[src/rtl/shrot_pkg.sv]
package shrot_pkg;

    typedef enum logic [1:0] {
        K_ASH = 2'b00,
        K_LSH = 2'b01,
        K_ROX = 2'b10,
        K_ROT = 2'b11
    } kind_e;

    typedef enum logic [1:0] {
        SZ_B = 2'b00,
        SZ_W = 2'b01,
        SZ_L = 2'b10,
        SZ_X = 2'b11
    } size_e;

    typedef enum logic [1:0] {
        ST_IDLE,
        ST_STEP,
        ST_FINISH
    } state_e;

    localparam int F_X = 4;
    localparam int F_N = 3;
    localparam int F_Z = 2;
    localparam int F_V = 1;
    localparam int F_C = 0;

    typedef struct packed {
        kind_e      kind;
        size_e      size;
        logic       left;
        logic [2:0] reg_idx;
    } dec_t;

endpackage

[src/rtl/shrot_decode.sv]
module shrot_decode
    import shrot_pkg::*;
#(
    parameter int W     = 32,
    parameter int CNT_W = 6
) (
    input  logic [15:0]      opcode,
    input  logic [W-1:0]     cnt_val,
    output dec_t             dec,
    output logic [CNT_W-1:0] count,
    output logic             in_group
);
    localparam int         MOD = 1 << CNT_W;
    localparam logic [3:0] GRP = 4'hE;

    always_comb begin
        dec.kind    = kind_e'(opcode[4:3]);
        dec.size    = size_e'(opcode[7:6]);
        dec.left    = opcode[8];
        dec.reg_idx = opcode[2:0];
        in_group    = (opcode[15:12] == GRP);
        if (opcode[5])
            count = CNT_W'(cnt_val % W'(MOD));
        else if (opcode[11:9] == 3'd0)
            count = CNT_W'(8);
        else
            count = CNT_W'(opcode[11:9]);
    end
endmodule

[src/rtl/shrot_mask.sv]
module shrot_mask
    import shrot_pkg::*;
#(
    parameter int W = 32
) (
    input  size_e        size,
    output logic [W-1:0] mask
);
    localparam int NS = 3;
    logic [W-1:0] lane [NS];

    for (genvar g = 0; g < NS; g++) begin : g_lane
        localparam int LW = ((8 << g) < W) ? (8 << g) : W;
        assign lane[g] = {W{1'b1}} >> (W - LW);
    end

    always_comb begin
        unique case (size)
            SZ_B:    mask = lane[0];
            SZ_W:    mask = lane[1];
            default: mask = lane[2];
        endcase
    end
endmodule

[src/rtl/shrot_step.sv]
module shrot_step
    import shrot_pkg::*;
#(
    parameter int W = 32
) (
    input  logic [W-1:0] val,
    input  logic [W-1:0] mask,
    input  kind_e        kind,
    input  logic         left,
    input  logic         x_in,
    output logic [W-1:0] nxt,
    output logic         out_bit
);
    logic [W-1:0] top;
    logic         msbv;
    logic         fill;

    assign top  = mask ^ (mask >> 1);
    assign msbv = |(val & top);

    always_comb begin
        if (left) begin
            out_bit = msbv;
            unique case (kind)
                K_ROT:   fill = msbv;
                K_ROX:   fill = x_in;
                default: fill = 1'b0;
            endcase
            nxt = ((val << 1) | W'(fill)) & mask;
        end else begin
            out_bit = val[0];
            unique case (kind)
                K_ASH:   fill = msbv;
                K_ROT:   fill = val[0];
                K_ROX:   fill = x_in;
                default: fill = 1'b0;
            endcase
            nxt = (val >> 1) | (fill ? top : '0);
        end
    end
endmodule

[src/rtl/shrot_unit.sv]
module shrot_unit
    import shrot_pkg::*;
#(
    parameter int W     = 32,
    parameter int CNT_W = 6
) (
    input  logic         clk,
    input  logic         rst_n,
    input  logic         start,
    input  logic [15:0]  opcode,
    input  logic [W-1:0] opd,
    input  logic [W-1:0] cnt_val,
    input  logic [4:0]   ccr_in,
    output logic         busy,
    output logic         done,
    output logic [W-1:0] result,
    output logic [4:0]   ccr_out,
    output logic [2:0]   wb_reg
);
    dec_t             dec;
    logic [CNT_W-1:0] dec_cnt;
    logic             dec_ok;
    logic [W-1:0]     new_mask;

    state_e           state_q, state_d;
    logic [W-1:0]     work_q, orig_q, mask_q;
    logic [CNT_W-1:0] rem_q;
    logic             last_q, x_q, zero_q, left_q;
    kind_e            kind_q;
    logic [2:0]       reg_q;

    logic [W-1:0]     step_nxt;
    logic             step_out;
    logic             accept;
    logic [W-1:0]     top;
    logic             msb_res, msb_org, is_shift;

    shrot_decode #(.W(W), .CNT_W(CNT_W)) u_dec (
        .opcode   (opcode),
        .cnt_val  (cnt_val),
        .dec      (dec),
        .count    (dec_cnt),
        .in_group (dec_ok)
    );

    shrot_mask #(.W(W)) u_mask (
        .size (dec.size),
        .mask (new_mask)
    );

    shrot_step #(.W(W)) u_step (
        .val     (work_q),
        .mask    (mask_q),
        .kind    (kind_q),
        .left    (left_q),
        .x_in    (x_q),
        .nxt     (step_nxt),
        .out_bit (step_out)
    );

    assign accept = (state_q == ST_IDLE) && start && dec_ok;

    // state register
    always_ff @(posedge clk or negedge rst_n) begin
        if (!rst_n) state_q <= ST_IDLE;
        else        state_q <= state_d;
    end

    // next-state logic
    always_comb begin
        state_d = state_q;
        unique case (state_q)
            ST_IDLE:   if (accept) state_d = (dec_cnt == '0) ? ST_FINISH : ST_STEP;
            ST_STEP:   if (rem_q == CNT_W'(1)) state_d = ST_FINISH;
            ST_FINISH: state_d = ST_IDLE;
            default:   state_d = ST_IDLE;
        endcase
    end

    // working registers
    always_ff @(posedge clk or negedge rst_n) begin
        if (!rst_n) begin
            work_q <= '0;
            orig_q <= '0;
            mask_q <= '0;
            rem_q  <= '0;
            last_q <= 1'b0;
            x_q    <= 1'b0;
            zero_q <= 1'b0;
            left_q <= 1'b0;
            kind_q <= K_ASH;
            reg_q  <= '0;
        end else if (accept) begin
            work_q <= opd & new_mask;
            orig_q <= opd;
            mask_q <= new_mask;
            rem_q  <= dec_cnt;
            last_q <= 1'b0;
            x_q    <= ccr_in[F_X];
            zero_q <= (dec_cnt == '0);
            left_q <= dec.left;
            kind_q <= dec.kind;
            reg_q  <= dec.reg_idx;
        end else if (state_q == ST_STEP) begin
            work_q <= step_nxt;
            last_q <= step_out;
            rem_q  <= rem_q - CNT_W'(1);
            if (kind_q == K_ROX) x_q <= step_out;
        end
    end

    assign top      = mask_q ^ (mask_q >> 1);
    assign msb_res  = |(work_q & top);
    assign msb_org  = |(orig_q & top);
    assign is_shift = (kind_q == K_ASH) || (kind_q == K_LSH);

    // outputs
    always_comb begin
        busy   = (state_q != ST_IDLE);
        done   = (state_q == ST_FINISH);
        result = (orig_q & ~mask_q) | work_q;
        wb_reg = reg_q;
        ccr_out[F_N] = msb_res;
        ccr_out[F_Z] = (work_q == '0);
        ccr_out[F_V] = (kind_q == K_ASH) && left_q && (msb_res != msb_org);
        unique case (kind_q)
            K_ROX: begin
                ccr_out[F_X] = x_q;
                ccr_out[F_C] = x_q;
            end
            K_ROT: begin
                ccr_out[F_X] = x_q;
                ccr_out[F_C] = !zero_q && last_q;
            end
            default: begin
                ccr_out[F_X] = (is_shift && !zero_q) ? last_q : x_q;
                ccr_out[F_C] = !zero_q && last_q;
            end
        endcase
    end
endmodule

[config.mk]
export PLATFORM = sky130hd
export DESIGN_NAME = shrot_unit
export DESIGN_NICKNAME = d
export VERILOG_FILES = /design/src/rtl/shrot_pkg.sv /design/src/rtl/shrot_decode.sv /design/src/rtl/shrot_mask.sv /design/src/rtl/shrot_step.sv /design/src/rtl/shrot_unit.sv
export SDC_FILE = /design/constraint.sdc
export NUM_CORES = 1
export LEC_CHECK = 0
export BUFFER_PORTS_ARGS = -buffer_cell sky130_fd_sc_hd__buf_2
export CORE_MARGIN = 2
export CORE_UTILIZATION = 45
export CTS_CLUSTER_SIZE = 12
export DETAILED_ROUTE_END_ITERATION = 8
export PLACE_DENSITY = 0.82
export SLEW_MARGIN = 40
export SYNTH_ARGS = -nofsm -noshare
export SYNTH_HDL_FRONTEND = slang
export SYNTH_SLANG_ARGS = --single-unit
[constraint.sdc]
create_clock -name clk -period 3.4 [get_ports clk]
set_input_delay 0.17 -clock clk [delete_from_list [all_inputs] [get_ports clk]]
set_output_delay 0.17 -clock clk [all_outputs]
set_load 0.01 [all_outputs]
# ---- Yosys cells after proc, flatten, opt, wreduce, memory -nomap -nowiden
# Index checks and enable logic that the tools add are counted.
dict set report totals {
  ramBits 0
  mem_bits_ro 0
  regBits 113
  in_bits 88
  n_memories 0
  latchBits 0
  output_inout_bits 42
  elab_cells 81
}
dict set report op_classes {
  n_addsub 1
  div_mod_pow 0
  n_lt_le_gt_ge 0
  n_bitwise 10
  n_reduce_logical 22
  shift 0
  muxes 26
  n_eq_ne 11
  mul 0
}
# op count
set op_table {}
lappend op_table {{$and 32x32->32} 5}
lappend op_table {{$mux 32} 4}
lappend op_table {{$pmux 32 s2} 1}
lappend op_table {{$reduce_or 32->1} 2}
lappend op_table {{$logic_not 32->1} 1}
lappend op_table {{$not 32->32} 1}
lappend op_table {{$or 31x32->32} 1}
lappend op_table {{$or 32x1->32} 1}
lappend op_table {{$or 32x32->32} 1}
lappend op_table {{$xor 32x31->32} 1}
lappend op_table {{$mux 6} 3}
lappend op_table {{$mux 1} 11}
lappend op_table {{$eq 2x1->1 const B} 3}
lappend op_table {{$eq 2x2->1 const B} 3}
lappend op_table {{$eq 6x1->1 const B} 1}
lappend op_table {{$logic_and 1x1->1} 6}
lappend op_table {{$logic_not 2->1} 3}
lappend op_table {{$logic_not 6->1} 1}
lappend op_table {{$mux 2} 3}
lappend op_table {{$reduce_bool 2->1} 3}
lappend op_table {{$sub 6x1->6 const B} 1}
lappend op_table {{$eq 4x4->1 const B} 1}
lappend op_table {{$mux 4} 1}
lappend op_table {{$ne 2x2->1 const B} 2}
lappend op_table {{9 further kinds} 10}

# ---- Depth between registers and ports, before layout
dict set report logic_depth {
  ltp_word 10
  depth_mapped 8
  ltp_nobuf 6
}

# ---- Hierarchy
# Synthesis repeated with hierarchy kept, for this count alone.
dict set report hier_totals {
  cells_unflattened 1036
  hier_area_um2 8190.4
}
# mod n_inst area_each_um2 cells_each
set modules_own_cells {}
lappend modules_own_cells {shrot_unit 1 5738.0 673}
lappend modules_own_cells {shrot_step 1 2074.5 314}
lappend modules_own_cells {shrot_mask 1 239.0 33}
lappend modules_own_cells {shrot_decode 1 138.9 16}

# ---- Worst setup path after synthesis
# No wires, ideal clock.
dict set report synth_timing {
  path_kind {register -> register}
  startpoint {register state_q[1]}
  endpoint {register work_q[0]}
  t_required_ps 3274
  slack_ps 1636
  period_less_slack_ps 1764
  path_stages_with_launch 6
  path_buffers 1
  t_arrival_ps 1638
  cell_sequence {dfrtp_1 > or2_4 > or4_4 > buf_6 > o21a_1 > o32a_1}
}
dict set report synth_via {
  elab_chain_cells 4
}
# element line
set synth_rtl {}
lappend synth_rtl {{from (decl)} shrot_unit.sv:25} ;# state_e state_q, state_d;
lappend synth_rtl {{from (signal assigned)} shrot_unit.sv:66} ;# else state_q <= state_d;
lappend synth_rtl {{$logic_not 2->1} shrot_unit.sv:61} ;# assign accept = (state_q == ST_IDLE) && start && dec_ok;
lappend synth_rtl {{$logic_and 1x1->1 (2 in a row)} shrot_unit.sv:61}
lappend synth_rtl {{$mux 32 or $reduce_bool 2->1 (tied branches)} -}
lappend synth_rtl {{to (signal assigned)} shrot_unit.sv:94} ;# work_q <= opd & new_mask;
lappend synth_rtl {{to (signal assigned)} shrot_unit.sv:105} ;# work_q <= step_nxt;
lappend synth_rtl {{to (decl)} shrot_unit.sv:26} ;# logic [W-1:0] work_q, orig_q, mask_q;
# Several ways; a longest one is shown, not always the timed one.
# A chain may end at the register's enable or synchronous reset.

# ---- Worst setup path after layout
dict set report layout_timing {
  startpoint {register mask_q[30]}
  endpoint {output ccr_out[1]}
}
dict set report layout_via {
  elab_chain_cells 5
}
# element line
set layout_rtl {}
lappend layout_rtl {{from (decl)} shrot_unit.sv:26}
lappend layout_rtl {{from (signal assigned)} shrot_unit.sv:96} ;# mask_q <= new_mask;
lappend layout_rtl {{$xor 32x31->32 *} shrot_unit.sv:112} ;# assign top = mask_q ^ (mask_q >> 1);
lappend layout_rtl {{$and 32x32->32, on equally long branches} {shrot_unit.sv:113, shrot_unit.sv:114}}
lappend layout_rtl {{$reduce_or 32->1, on equally long branches} {shrot_unit.sv:113, shrot_unit.sv:114}}
lappend layout_rtl {{$ne 1x1->1 *} shrot_unit.sv:125} ;# ccr_out[F_V] = (kind_q == K_ASH) && left_q && (msb_res != msb_org);
lappend layout_rtl {{$logic_and 1x1->1 *} shrot_unit.sv:125}
lappend layout_rtl {{to (decl)} shrot_unit.sv:17} ;# output logic [4:0] ccr_out,
# Every way passes the cells marked *; elsewhere a longest branch is shown, timed or not.

==> flow_summary.toml <==
[run_status]
outcome = "completed"

[die]
fp.dieArea_um2 = 10730
num_rows = 36
initial_utilization = 0.4609
die_w_um = 103.6
pin_count = 130
die-height_um = 103.6
core-area_um2 = 9684

[routing]
drt-vias-per-instance = 5.768
totalWireLength_um = 11630
postRouteAntennaNets = 0
post_drt_wl_per_cell_um = 16.04
first_iter_violations = 268
drt-pass1-iter-count = 4
drc = 0
route.vias.total = 4182

[power]
power.combinational.fraction = 0.425
pwr-share-seq = 0.414
power_leakage_nw = 2.519
power.switching_mw = 1.974
internal_power_summed_over_all_cells_mw = 2.750
worst_ir_drop_vdd_uv = 395.1
power.share.switching = 0.4179
clockPowerShare = 0.161
power.density_nw_per_um2 = 903.6

[worst_setup_path]
worstPathMaxFanout = 20
worstReg2RegEnd = "work_q[7]"
setup.worst_path.start_class = "register"
worstPathArrival_ns = 2.50
crit_path_end_kind = "primary output"
critical_path_required_ns = 3.23
r2r-start = "mask_q[30]"
path_class = "reg2out"
reg2reg_setup_slack_ns = 1.06
number_of_cells_traversed_by_the_worst_register_to_register_path = 6

[min_path]
hold_critical_path_endpoint = "orig_q[14]"
holdPathStages = 3
holdCritStartpoint = "opd[14]"
min-delay-path-class = "in2reg"

[sta]
finalHoldWorstSlack_ns = 0.01368
max_transition_viols_final = 0
rsz0062_at_grt = "false"
period_minus_slack_ns = 2.671
finalWorstSetupSlack_ns = 0.7295
setup-violations-final = 0
report.final.hold_viol_count = 0
slew-limit-headroom = 0.5429
finalCritPeriodShare = 0.7855
setup_tns_ns = 0
timing.clock.skew_ns = 0.009056
worst-slew-pin-transition_ns = 0.6849
clock.fmax_ghz = 0.3745

[yosys]
synth-edff-count = 0
syn_area_um2 = 4463
top_reg_cell_synth = "dfrtp_1"
synth-warning-count = 0
synth.ff_latch_count = 84
yosysUniqueCellTypes = 46
synth_cells = 514
synth_nets = 604
async_flop_share = 1.000
avgSynthCellArea_um2 = 8.683
synth.yosys.seq_area_share = 0.4710

[job]
timing.max_cap.violations = 0

[finish]
postLayoutCellArea_um2 = 5228
reg.largest.list = "orig_q (32), work_q (32), rem_q (6)"
final_layout_size_suffix_gt1_frac = 0.2162
fillerInstances = 904
design.final.nets = 678
n_antenna_cell = 0
synthToLayoutAreaGrowth_pct = 17.13

[global_route]
grt_max_degree = 106
antenna_found_initial = 0
track_usage = 0.2248
grt_remaining_overflow = 0
grt_first_pass_wirelength_um = 19780
first_global_vias = 4091

[clock_network]
clock_tree.buffer_depth = 2
cts_tree = "built"
cts_made_buffers = 9
htree_levels = 3
worst_setup_hold_path_clk_slew_ns = 0.08
clock_sink_count = 84
insertion_delay_ns = 0.36
clock-root-buffer = "clkbuf_8"

[place]
place.gp.congestion = 0.8049
io_buffer_count = 99
place_area_um2 = 4975
dp_worst_setup_slack_ns = 1.130
post-dp-hpwl_um = 7607
synthesized netlist by cell type (2+ instances only):
library cell	number	area [µm²]
o32a_1	2	20.02
and3_1	3	18.77
nand3_1	29	145.1
and2_1	2	12.51
a21o_1	33	247.7
nor2_1	12	45.04
a21oi_1	14	70.07
nand4_1	3	18.77
buf_1	2	7.510
ha_1	2	25.02
mux2i_1	3	30.03
a221o_1	27	270.3
buf_2	16	80.08
or3_1	2	12.51
nand2_1	130	488.0
o221ai_1	3	26.28
o21ai_0	64	320.3
o21a_1	3	22.52
inv_1	7	26.28
nor4_1	11	68.82
a31oi_1	2	12.51
nor2b_1	5	31.28
a22o_1	3	26.28
dfrtp_1	84	2102
or2_2	2	12.51
xnor2_1	2	17.52
clkbuf_1	23	86.33
o211ai_1	5	37.54
nand2b_1	2	12.51
buf_6	2	22.52
critical path, stage by stage, from the launching register on:
cell and delay, ns:
dfrtp_1 0.48, inv_1 0.37, a22o_1 0.35, a221oi_2 0.33, inv_1 0.13, xnor2_1 0.16
and3_1 0.19, buf_2 0.13
per-layer routing:
layer / wire [µm] / GRT usage / vias to the layer above / share of wire
met5: 0 / 0 / - / 0
met4: 268 / 0.07529 / 0 / 0.023
met3: 735 / 0.04783 / 25 / 0.063
met2: 5703 / 0.3798 / 173 / 0.49
met1: 4924 / 0.2883 / 2005 / 0.42
li1: - / - / 1979 / -
through the flow:
stage | utilization | total power [mW] | cells
3_5_place_dp | 0.5137 | 3.945 | 706
4_1_cts | 0.5380 | 4.727 | 724
5_1_grt | 0.5398 | 5.110 | 725
2_1_floorplan | - | 3.299 | 514
3_3_place_gp | 0.5130 | 3.841 | 706
6_report | 0.5398 | 4.724 | 725
worst max path at each step:
| stage | cells after the start | slack [ns] | start | end |
|---|---|---|---|---|
| finish | 7 | 0.73 | mask_q[30] | ccr_out[1] |
| global route | 7 | 0.52 | mask_q[30] | ccr_out[1] |
| CTS | 7 | 0.73 | mask_q[30] | ccr_out[1] |
| detailed placement | 7 | 1.13 | mask_q[30] | ccr_out[1] |
| global placement | 7 | 1.19 | mask_q[30] | ccr_out[1] |
| floorplan | 5 | 1.64 | state_q[1] | work_q[0] |
cells in the final DEF, fill, tap and decap left out, drive strengths merged, types with 2 or more instances in the layout:
| cell | instances |
|---|---|
| a31oi | 2 |
| or2 | 3 |
| o21ai | 65 |
| ha | 2 |
| inv | 7 |
| dlygate4sd3 | 4 |
| mux2i | 3 |
| a22o | 3 |
| o221ai | 3 |
| nand2 | 130 |
| dfrtp | 84 |
| a221o | 27 |
| a221oi | 2 |
| bufinv | 2 |
| a21oi | 14 |
| nor4 | 12 |
| or3 | 2 |
| o32a | 2 |
| nor2 | 13 |
| nor2b | 5 |
| clkbuf | 11 |
| buf | 102 |
| nand3 | 29 |
| a21o | 33 |
| nand2b | 2 |
| xnor2 | 2 |
| and2 | 2 |
| nand4 | 3 |
| o211ai | 5 |
| o21a | 3 |
| clkinv | 3 |
| and3 | 3 |
area by class of cell:
class	instances	area [µm²]	area share
Clock buffer	10	127.6	0.02441
Inverter	8	30.03	0.005744
Tap cell	133	166.4	0.03183
Timing Repair Buffer	107	586.8	0.1123
Clock inverter	5	77.57	0.01484
Multi-Input combinational cell	378	2137	0.4088
Sequential cell	84	2102	0.4021
power by group through the flow:
stage                     sequential (mW)  combinational (mW)  clock [mW]
final                                1.96                2.01       0.761
after global routing                 2.02                2.27       0.818
after CTS                            1.94                2.02       0.771
after detailed placement             1.96                1.99           0
after global placement               1.92                1.93           0
after floorplan                      1.76                1.54           0
kinds of logic (layout without fill, tap and decap cells):
logic type | count (synthesis) | after routing | synth area share
AND/OR/NAND/NOR | 206 | 206 | 0.2063
buffers and inverters | 52 | 130 | 0.05243
XOR/XNOR | 3 | 3 | 0.005888
flip-flops | 84 | 84 | 0.4710
multiplexers | 4 | 4 | 0.009252
adder cells (fa/ha/maj) | 2 | 2 | 0.005606
AO/OA/AOI/OAI | 163 | 163 | 0.2495
what timing repair did:
action	in CTS	in global routing
endpoints found under the hold margin	86	1
resized for setup	0	0
hold buffers	3	1
buffers inserted	0	0
(Power assumes the default switching activity.)
